===== config.mk =====
export PLATFORM = sky130hd
export DESIGN_NAME = cfb_chain_ctrl
export DESIGN_NICKNAME = d
export VERILOG_FILES = /design/src/rtl/cfb_pkg.sv /design/src/rtl/cfb_state_reg.sv /design/src/rtl/cfb_word_ptr.sv /design/src/rtl/cfb_blk_counter.sv /design/src/rtl/cfb_fsm.sv /design/src/rtl/cfb_chain_ctrl.sv
export SDC_FILE = /design/constraint.sdc
export NUM_CORES = 1
export LEC_CHECK = 0
export BUFFER_PORTS_ARGS = -buffer_cell sky130_fd_sc_hd__buf_2
export CORE_MARGIN = 2
export CORE_UTILIZATION = 25
export CTS_CLUSTER_DIAMETER = 80
export DETAILED_ROUTE_END_ITERATION = 8
export HOLD_SLACK_MARGIN = 0.06
export PLACE_DENSITY = 0.54
export RECOVER_POWER = 25
export SLEW_MARGIN = 10
export SYNTH_ARGS = -nofsm -noshare
export SYNTH_HDL_FRONTEND = slang
export SYNTH_HIERARCHICAL = 1
export SYNTH_SLANG_ARGS = --single-unit
export TNS_END_PERCENT = 100

===== constraint.sdc =====
create_clock -name clk -period 4.8 [get_ports clk]
set_clock_uncertainty 0.05 [all_clocks]
set_input_delay 0.48 -clock clk [delete_from_list [all_inputs] [get_ports clk]]
set_output_delay 0.48 -clock clk [all_outputs]
set_load 0.005 [all_outputs]

===== src/rtl/cfb_pkg.sv =====
package cfb_pkg;
    typedef enum logic [1:0] {
        PH_IDLE   = 2'd0,
        PH_CIPHER = 2'd1,
        PH_FILL   = 2'd2,
        PH_DRAIN  = 2'd3
    } cfb_phase_e;
endpackage


===== src/rtl/cfb_state_reg.sv =====
module cfb_state_reg #(
    parameter int WORD_W = 16,
    parameter int WORDS  = 8,
    localparam int BLK_W = WORD_W * WORDS,
    localparam int PTR_W = $clog2(WORDS)
) (
    input  logic              clk,
    input  logic              rst_n,
    input  logic              clr,
    input  logic              xor_en,
    input  logic [WORD_W-1:0] xor_word,
    input  logic [PTR_W-1:0]  word_sel,
    input  logic              load_en,
    input  logic [BLK_W-1:0]  load_val,
    output logic [BLK_W-1:0]  state,
    output logic [WORD_W-1:0] rd_word
);
    logic [WORD_W-1:0] lane [WORDS];

    for (genvar g = 0; g < WORDS; g++) begin : g_lane
        always_ff @(posedge clk or negedge rst_n) begin
            if (!rst_n) begin
                lane[g] <= '0;
            end else if (clr) begin
                lane[g] <= '0;
            end else if (load_en) begin
                lane[g] <= load_val[g*WORD_W +: WORD_W];
            end else if (xor_en && (word_sel == PTR_W'(g))) begin
                lane[g] <= lane[g] ^ xor_word;
            end
        end
        assign state[g*WORD_W +: WORD_W] = lane[g];
    end

    assign rd_word = lane[word_sel];
endmodule


===== src/rtl/cfb_word_ptr.sv =====
module cfb_word_ptr #(
    parameter int WORDS = 8,
    localparam int PTR_W = $clog2(WORDS)
) (
    input  logic             clk,
    input  logic             rst_n,
    input  logic             clr,
    input  logic             adv,
    output logic [PTR_W-1:0] ptr,
    output logic             at_last
);
    assign at_last = (ptr == PTR_W'(WORDS - 1));

    always_ff @(posedge clk or negedge rst_n) begin
        if (!rst_n) begin
            ptr <= '0;
        end else if (clr) begin
            ptr <= '0;
        end else if (adv) begin
            ptr <= at_last ? '0 : ptr + 1'b1;
        end
    end
endmodule


===== src/rtl/cfb_blk_counter.sv =====
module cfb_blk_counter #(
    parameter int CNT_W = 16
) (
    input  logic             clk,
    input  logic             rst_n,
    input  logic             clr,
    input  logic             load,
    input  logic [CNT_W-1:0] load_val,
    input  logic             dec,
    output logic             is_zero,
    output logic             is_one
);
    logic [CNT_W-1:0] cnt;

    assign is_zero = (cnt == '0);
    assign is_one  = (cnt == CNT_W'(1));

    always_ff @(posedge clk or negedge rst_n) begin
        if (!rst_n) begin
            cnt <= '0;
        end else if (clr) begin
            cnt <= '0;
        end else if (load) begin
            cnt <= load_val;
        end else if (dec && !is_zero) begin
            cnt <= cnt - 1'b1;
        end
    end
endmodule


===== src/rtl/cfb_fsm.sv =====
module cfb_fsm
    import cfb_pkg::*;
(
    input  logic       clk,
    input  logic       rst_n,
    input  logic       soft_rst,
    input  logic       go,
    input  logic       wr_en,
    input  logic       rd_en,
    input  logic       eng_done,
    input  logic       ptr_last,
    input  logic       cnt_zero,
    input  logic       cnt_one,
    output cfb_phase_e phase,
    output logic       xor_en,
    output logic       load_en,
    output logic       ptr_clr,
    output logic       ptr_adv,
    output logic       cnt_load,
    output logic       cnt_dec,
    output logic       req_in,
    output logic       req_out,
    output logic       eng_start,
    output logic       done
);
    cfb_phase_e phase_nx;
    logic       start_nx;
    logic       done_nx;

    always_ff @(posedge clk or negedge rst_n) begin
        if (!rst_n) begin
            phase     <= PH_IDLE;
            eng_start <= 1'b0;
            done      <= 1'b0;
        end else if (soft_rst) begin
            phase     <= PH_IDLE;
            eng_start <= 1'b0;
            done      <= 1'b0;
        end else begin
            phase     <= phase_nx;
            eng_start <= start_nx;
            done      <= done_nx;
        end
    end

    always_comb begin
        phase_nx = phase;
        start_nx = 1'b0;
        done_nx  = 1'b0;
        xor_en   = 1'b0;
        load_en  = 1'b0;
        ptr_clr  = 1'b0;
        ptr_adv  = 1'b0;
        cnt_load = 1'b0;
        cnt_dec  = 1'b0;
        req_in   = 1'b0;
        req_out  = 1'b0;
        unique case (phase)
            PH_IDLE: begin
                xor_en   = wr_en;
                ptr_adv  = wr_en;
                cnt_load = 1'b1;
                if (go && !cnt_zero) begin
                    phase_nx = PH_CIPHER;
                    start_nx = 1'b1;
                    ptr_clr  = 1'b1;
                end
            end
            PH_CIPHER: begin
                if (eng_done) begin
                    load_en  = 1'b1;
                    ptr_clr  = 1'b1;
                    phase_nx = PH_FILL;
                end
            end
            PH_FILL: begin
                req_in  = 1'b1;
                xor_en  = wr_en;
                ptr_adv = wr_en;
                if (wr_en && ptr_last) begin
                    phase_nx = PH_DRAIN;
                end
            end
            PH_DRAIN: begin
                req_out = 1'b1;
                ptr_adv = rd_en;
                if (rd_en && ptr_last) begin
                    cnt_dec = 1'b1;
                    if (cnt_one || cnt_zero) begin
                        phase_nx = PH_IDLE;
                        done_nx  = 1'b1;
                    end else begin
                        phase_nx = PH_CIPHER;
                        start_nx = 1'b1;
                    end
                end
            end
            default: phase_nx = PH_IDLE;
        endcase
    end
endmodule


===== src/rtl/cfb_chain_ctrl.sv =====
module cfb_chain_ctrl #(
    parameter int WORD_W = 16,
    parameter int WORDS  = 8,
    parameter int CNT_W  = 16,
    localparam int BLK_W = WORD_W * WORDS,
    localparam int PTR_W = $clog2(WORDS)
) (
    input  logic              clk,
    input  logic              rst_n,
    input  logic              soft_rst,
    input  logic              wr_en,
    input  logic [WORD_W-1:0] wr_data,
    input  logic              rd_en,
    output logic [WORD_W-1:0] rd_data,
    input  logic              cnt_we,
    input  logic [CNT_W-1:0]  cnt_wdata,
    input  logic              go,
    output logic              req_in,
    output logic              req_out,
    output logic              done,
    output logic              eng_start,
    output logic [BLK_W-1:0]  eng_state_out,
    input  logic              eng_done,
    input  logic [BLK_W-1:0]  eng_result
);
    import cfb_pkg::*;

    cfb_phase_e       phase;
    logic             xor_en, load_en, ptr_clr, ptr_adv;
    logic             cnt_load, cnt_dec, cnt_zero, cnt_one;
    logic [PTR_W-1:0] ptr;
    logic             ptr_last;

    cfb_fsm u_fsm (
        .clk       (clk),
        .rst_n     (rst_n),
        .soft_rst  (soft_rst),
        .go        (go),
        .wr_en     (wr_en),
        .rd_en     (rd_en),
        .eng_done  (eng_done),
        .ptr_last  (ptr_last),
        .cnt_zero  (cnt_zero),
        .cnt_one   (cnt_one),
        .phase     (phase),
        .xor_en    (xor_en),
        .load_en   (load_en),
        .ptr_clr   (ptr_clr),
        .ptr_adv   (ptr_adv),
        .cnt_load  (cnt_load),
        .cnt_dec   (cnt_dec),
        .req_in    (req_in),
        .req_out   (req_out),
        .eng_start (eng_start),
        .done      (done)
    );

    cfb_state_reg #(.WORD_W(WORD_W), .WORDS(WORDS)) u_state (
        .clk      (clk),
        .rst_n    (rst_n),
        .clr      (soft_rst),
        .xor_en   (xor_en),
        .xor_word (wr_data),
        .word_sel (ptr),
        .load_en  (load_en),
        .load_val (eng_result),
        .state    (eng_state_out),
        .rd_word  (rd_data)
    );

    cfb_word_ptr #(.WORDS(WORDS)) u_ptr (
        .clk     (clk),
        .rst_n   (rst_n),
        .clr     (soft_rst || ptr_clr),
        .adv     (ptr_adv),
        .ptr     (ptr),
        .at_last (ptr_last)
    );

    cfb_blk_counter #(.CNT_W(CNT_W)) u_cnt (
        .clk      (clk),
        .rst_n    (rst_n),
        .clr      (soft_rst),
        .load     (cnt_load && cnt_we),
        .load_val (cnt_wdata),
        .dec      (cnt_dec),
        .is_zero  (cnt_zero),
        .is_one   (cnt_one)
    );
endmodule


==> flow_metrics.env <==
export IMPL_async_reset_ff_share_pct=100
export IMPL_route_detailed_drc=0
export IMPL_synth_top_area_share_pct=37.1
export IMPL_cts_hold_buffers=0
export IMPL_first_pass_iters=5
export IMPL_fin_nets=1419
export IMPL_fillers=4142
export IMPL_grt_pass1_wl_mm=65.4
export IMPL_antenna_found_initial=3
export IMPL_wl_per_cell_um=25.4
export IMPL_synth_nets=1182
export IMPL_cp_start_kind="flop"
export IMPL_core_area_um2=39900
export IMPL_yosys_area_top_type="dfrtp_1"
export IMPL_fmax_mhz=299
export IMPL_start_util_pct=25.5
export IMPL_clkSinkCount=151
export IMPL_fp_row_count=73
export IMPL_post_cts_setup_buffers=0
export IMPL_arrival_ns=2.81
export IMPL_crit_required_ns=4.27
export IMPL_drtAntennaViolNets=0
export IMPL_end_kind="output port"
export IMPL_hold_class="input port to flop"
export IMPL_wirelength_mm=45.3
export IMPL_setup_viol=0
export IMPL_cts_tree="built"
export IMPL_viasPerCell=5.88
export IMPL_clk_latency_ns=0.44
export IMPL_hold_viol=0
export IMPL_timing_rr_start="u_fsm/phase[0]"
export IMPL_rsz0062_at_grt="no"
export IMPL_syn_area_um2=10200
export IMPL_period_share_pct=69.6
export IMPL_synth_cell_types=73
export IMPL_cts_buffers=17
export IMPL_worst_pin_slew_ns=2.80
export IMPL_dr_total_vias=10500
export IMPL_synthCells=1006
export IMPL_yosysSeqAreaShare_pct=37.1
export IMPL_io_buffers=315
export IMPL_status="finished, violations left"
export IMPL_drv_cap=1
export IMPL_hp_start="eng_result[115]"
export IMPL_gp_congestion=0.849
export IMPL_overflow=0
export IMPL_netlist_top_cells_area="dfrtp_1 37%, nand3_1 12%, nand4b_1 10%"
export IMPL_worstSetupPathType="flop to output port"
export IMPL_grt_pass1_vias=9733
export IMPL_whs_ns=0.206
export IMPL_die_area_um2=42300
export IMPL_avgSynthCellArea_um2=10.1
export IMPL_worst_ir_drop_vdd_v=0.000218
export IMPL_reg2regPathDepth=6
export IMPL_p_per_area_nw_per_um2=465
export IMPL_grt_max_degree=97
export IMPL_synth_main_ff_cell="dfrtp_1"
export IMPL_violations="max-capacitance violations, max-slew violations"
export IMPL_detailed_place_hpwl_mm=31.1
export IMPL_synth_edf_count=0
export IMPL_static_leakage_power_nw=5.78
export IMPL_drive_above_1_share_pct=35.1
export IMPL_num_io_pins=316
export IMPL_die_w_um=206
export IMPL_setup_tns_ns=0
export IMPL_startpoint="u_ptr/ptr[0]"
export IMPL_yosys_register_bits=151
export IMPL_grt_usage_pct=21.0
export IMPL_ctsResizeCount=0
export IMPL_crit_path_max_fanout=47
export IMPL_drt_iter0_markers=1016
export IMPL_clock_path_buffers=2
export IMPL_slew_viol_final=97
export IMPL_ys_warn_count=6
export IMPL_fp_dieH_um=206
export IMPL_htreeDepth=4
export IMPL_clk_pin_slew_ns=0.07
export IMPL_period_minus_slack_ns=3.34
export IMPL_syn_to_final_growth_pct=24.5
export IMPL_cts_root_buf="clkbuf_16"
export IMPL_relSlewSlack_pct=-86.4
export IMPL_min_path_cells=3
[worst paths after layout]
check,to,slack [ns]
min in group asynchronous,u_fsm/phase[1],0.85
worst max register to register,u_state/state[59],1.72
worst min register to register,u_state/state[93],0.53
max in group asynchronous,u_state/state[110],2.15
worst min-delay path,u_state/state[115],0.21
worst max-delay path,rd_data[1],1.46
[state kept, by name, summed over array words and instances (netlist names)]
name,count
u_state/state,128
u_fsm/eng_start,1
u_cnt/cnt,16
u_fsm/done,1
u_fsm/phase,2
u_ptr/ptr,3
[critical path, cell delays in order (launching register included)]
cell and delay, ns:
dfrtp_2 0.41, buf_4 0.69, mux4_1 0.75, mux2_4 0.34, buf_2 0.13
[layout make-up]
| class | instances | area, um2 | share of cell area [%] |
|---|---|---|---|
| multi-input combinational | 709 | 5740 | 45.3 |
| sequential | 151 | 3780 | 29.8 |
| timing repair buffer | 334 | 1770 | 14.0 |
| tap | 525 | 657 | 5.18 |
| clock buffer | 20 | 457 | 3.60 |
| clock inverter | 11 | 148 | 1.17 |
| inverter | 30 | 113 | 0.889 |
| antenna | 3 | 7.51 | 0.0592 |
[routing by layer]
layer | GRT usage (%) | share of wire, % | vias to the layer above | wire (um)
met3 | 3.42 | 6.9 | 51 | 3130
met1 | 31.2 | 46 | 5331 | 20700
li1 | - | - | 4585 | -
met4 | 6.30 | 2.2 | 0 | 976
met5 | 0 | 0 | - | 0
met2 | 30.8 | 45 | 525 | 20500
[cell families after synthesis]
family,share of synthesized area [%]
AO/OA/AOI/OAI,15.5
flip-flops,37.1
buffers and inverters,6.63
multiplexers,9.74
adder cells (fa/ha/maj),0.983
AND/OR/NAND/NOR,30.0
[Yosys cell counts (4+ instances only)]
library cell / count
and4_2: 4
a21boi_0: 6
nand4_1: 4
o31ai_1: 4
buf_4: 4
a311oi_1: 12
mux4_1: 6
o21ai_0: 7
mux4_2: 26
ha_1: 8
or4_1: 6
nand4b_1: 120
nand2_1: 5
nor2_1: 19
a32oi_1: 119
buf_1: 19
nand3_1: 244
buf_2: 33
mux2_2: 6
nor3b_1: 8
o311a_1: 10
dfrtp_1: 151
nand2b_1: 11
mux2_4: 10
inv_1: 29
a21oi_1: 6
clkbuf_1: 52
[layout by cell type, fill, tap and decap left out, types with 10 or more instances in the layout]
cell | Yosys | layout
mux4_2 | 26 | 26
inv_1 | 29 | 29
buf_2 | 33 | 314
nand4b_1 | 120 | 120
a32oi_1 | 119 | 119
nand3_1 | 244 | 244
clkbuf_16 | 0 | 17
nor2_1 | 19 | 18
nand2b_1 | 11 | 11
dfrtp_1 | 151 | 149
mux2_4 | 10 | 10
buf_4 | 4 | 15
a311oi_1 | 12 | 12
o311a_1 | 10 | 10
[metrics by stage]
stage	setup WS (ns)	instance area [um2]	instances	total power, W	utilization (%)
6_report	1.46	12700	1783	0.00589	31.7
3_5_place_dp	1.65	12100	1749	0.00443	30.2
2_1_floorplan	2.56	10200	1006	0.00340	-
4_1_cts	1.42	12700	1780	0.00590	31.7
3_3_place_gp	1.87	12100	1749	0.00438	30.2
5_1_grt	1.37	12700	1783	0.00622	31.7
[power by group]
part | internal, W | leakage, nW | switching [W]
sequential | 0.00161 | 2.04 | 0.000468
clock | 0.000844 | 0.285 | 0.000609
combinational | 0.00106 | 3.46 | 0.00130
total | 0.00351 | 5.78 | 0.00237
No activity file was read; power rests on OpenSTA's default activity.
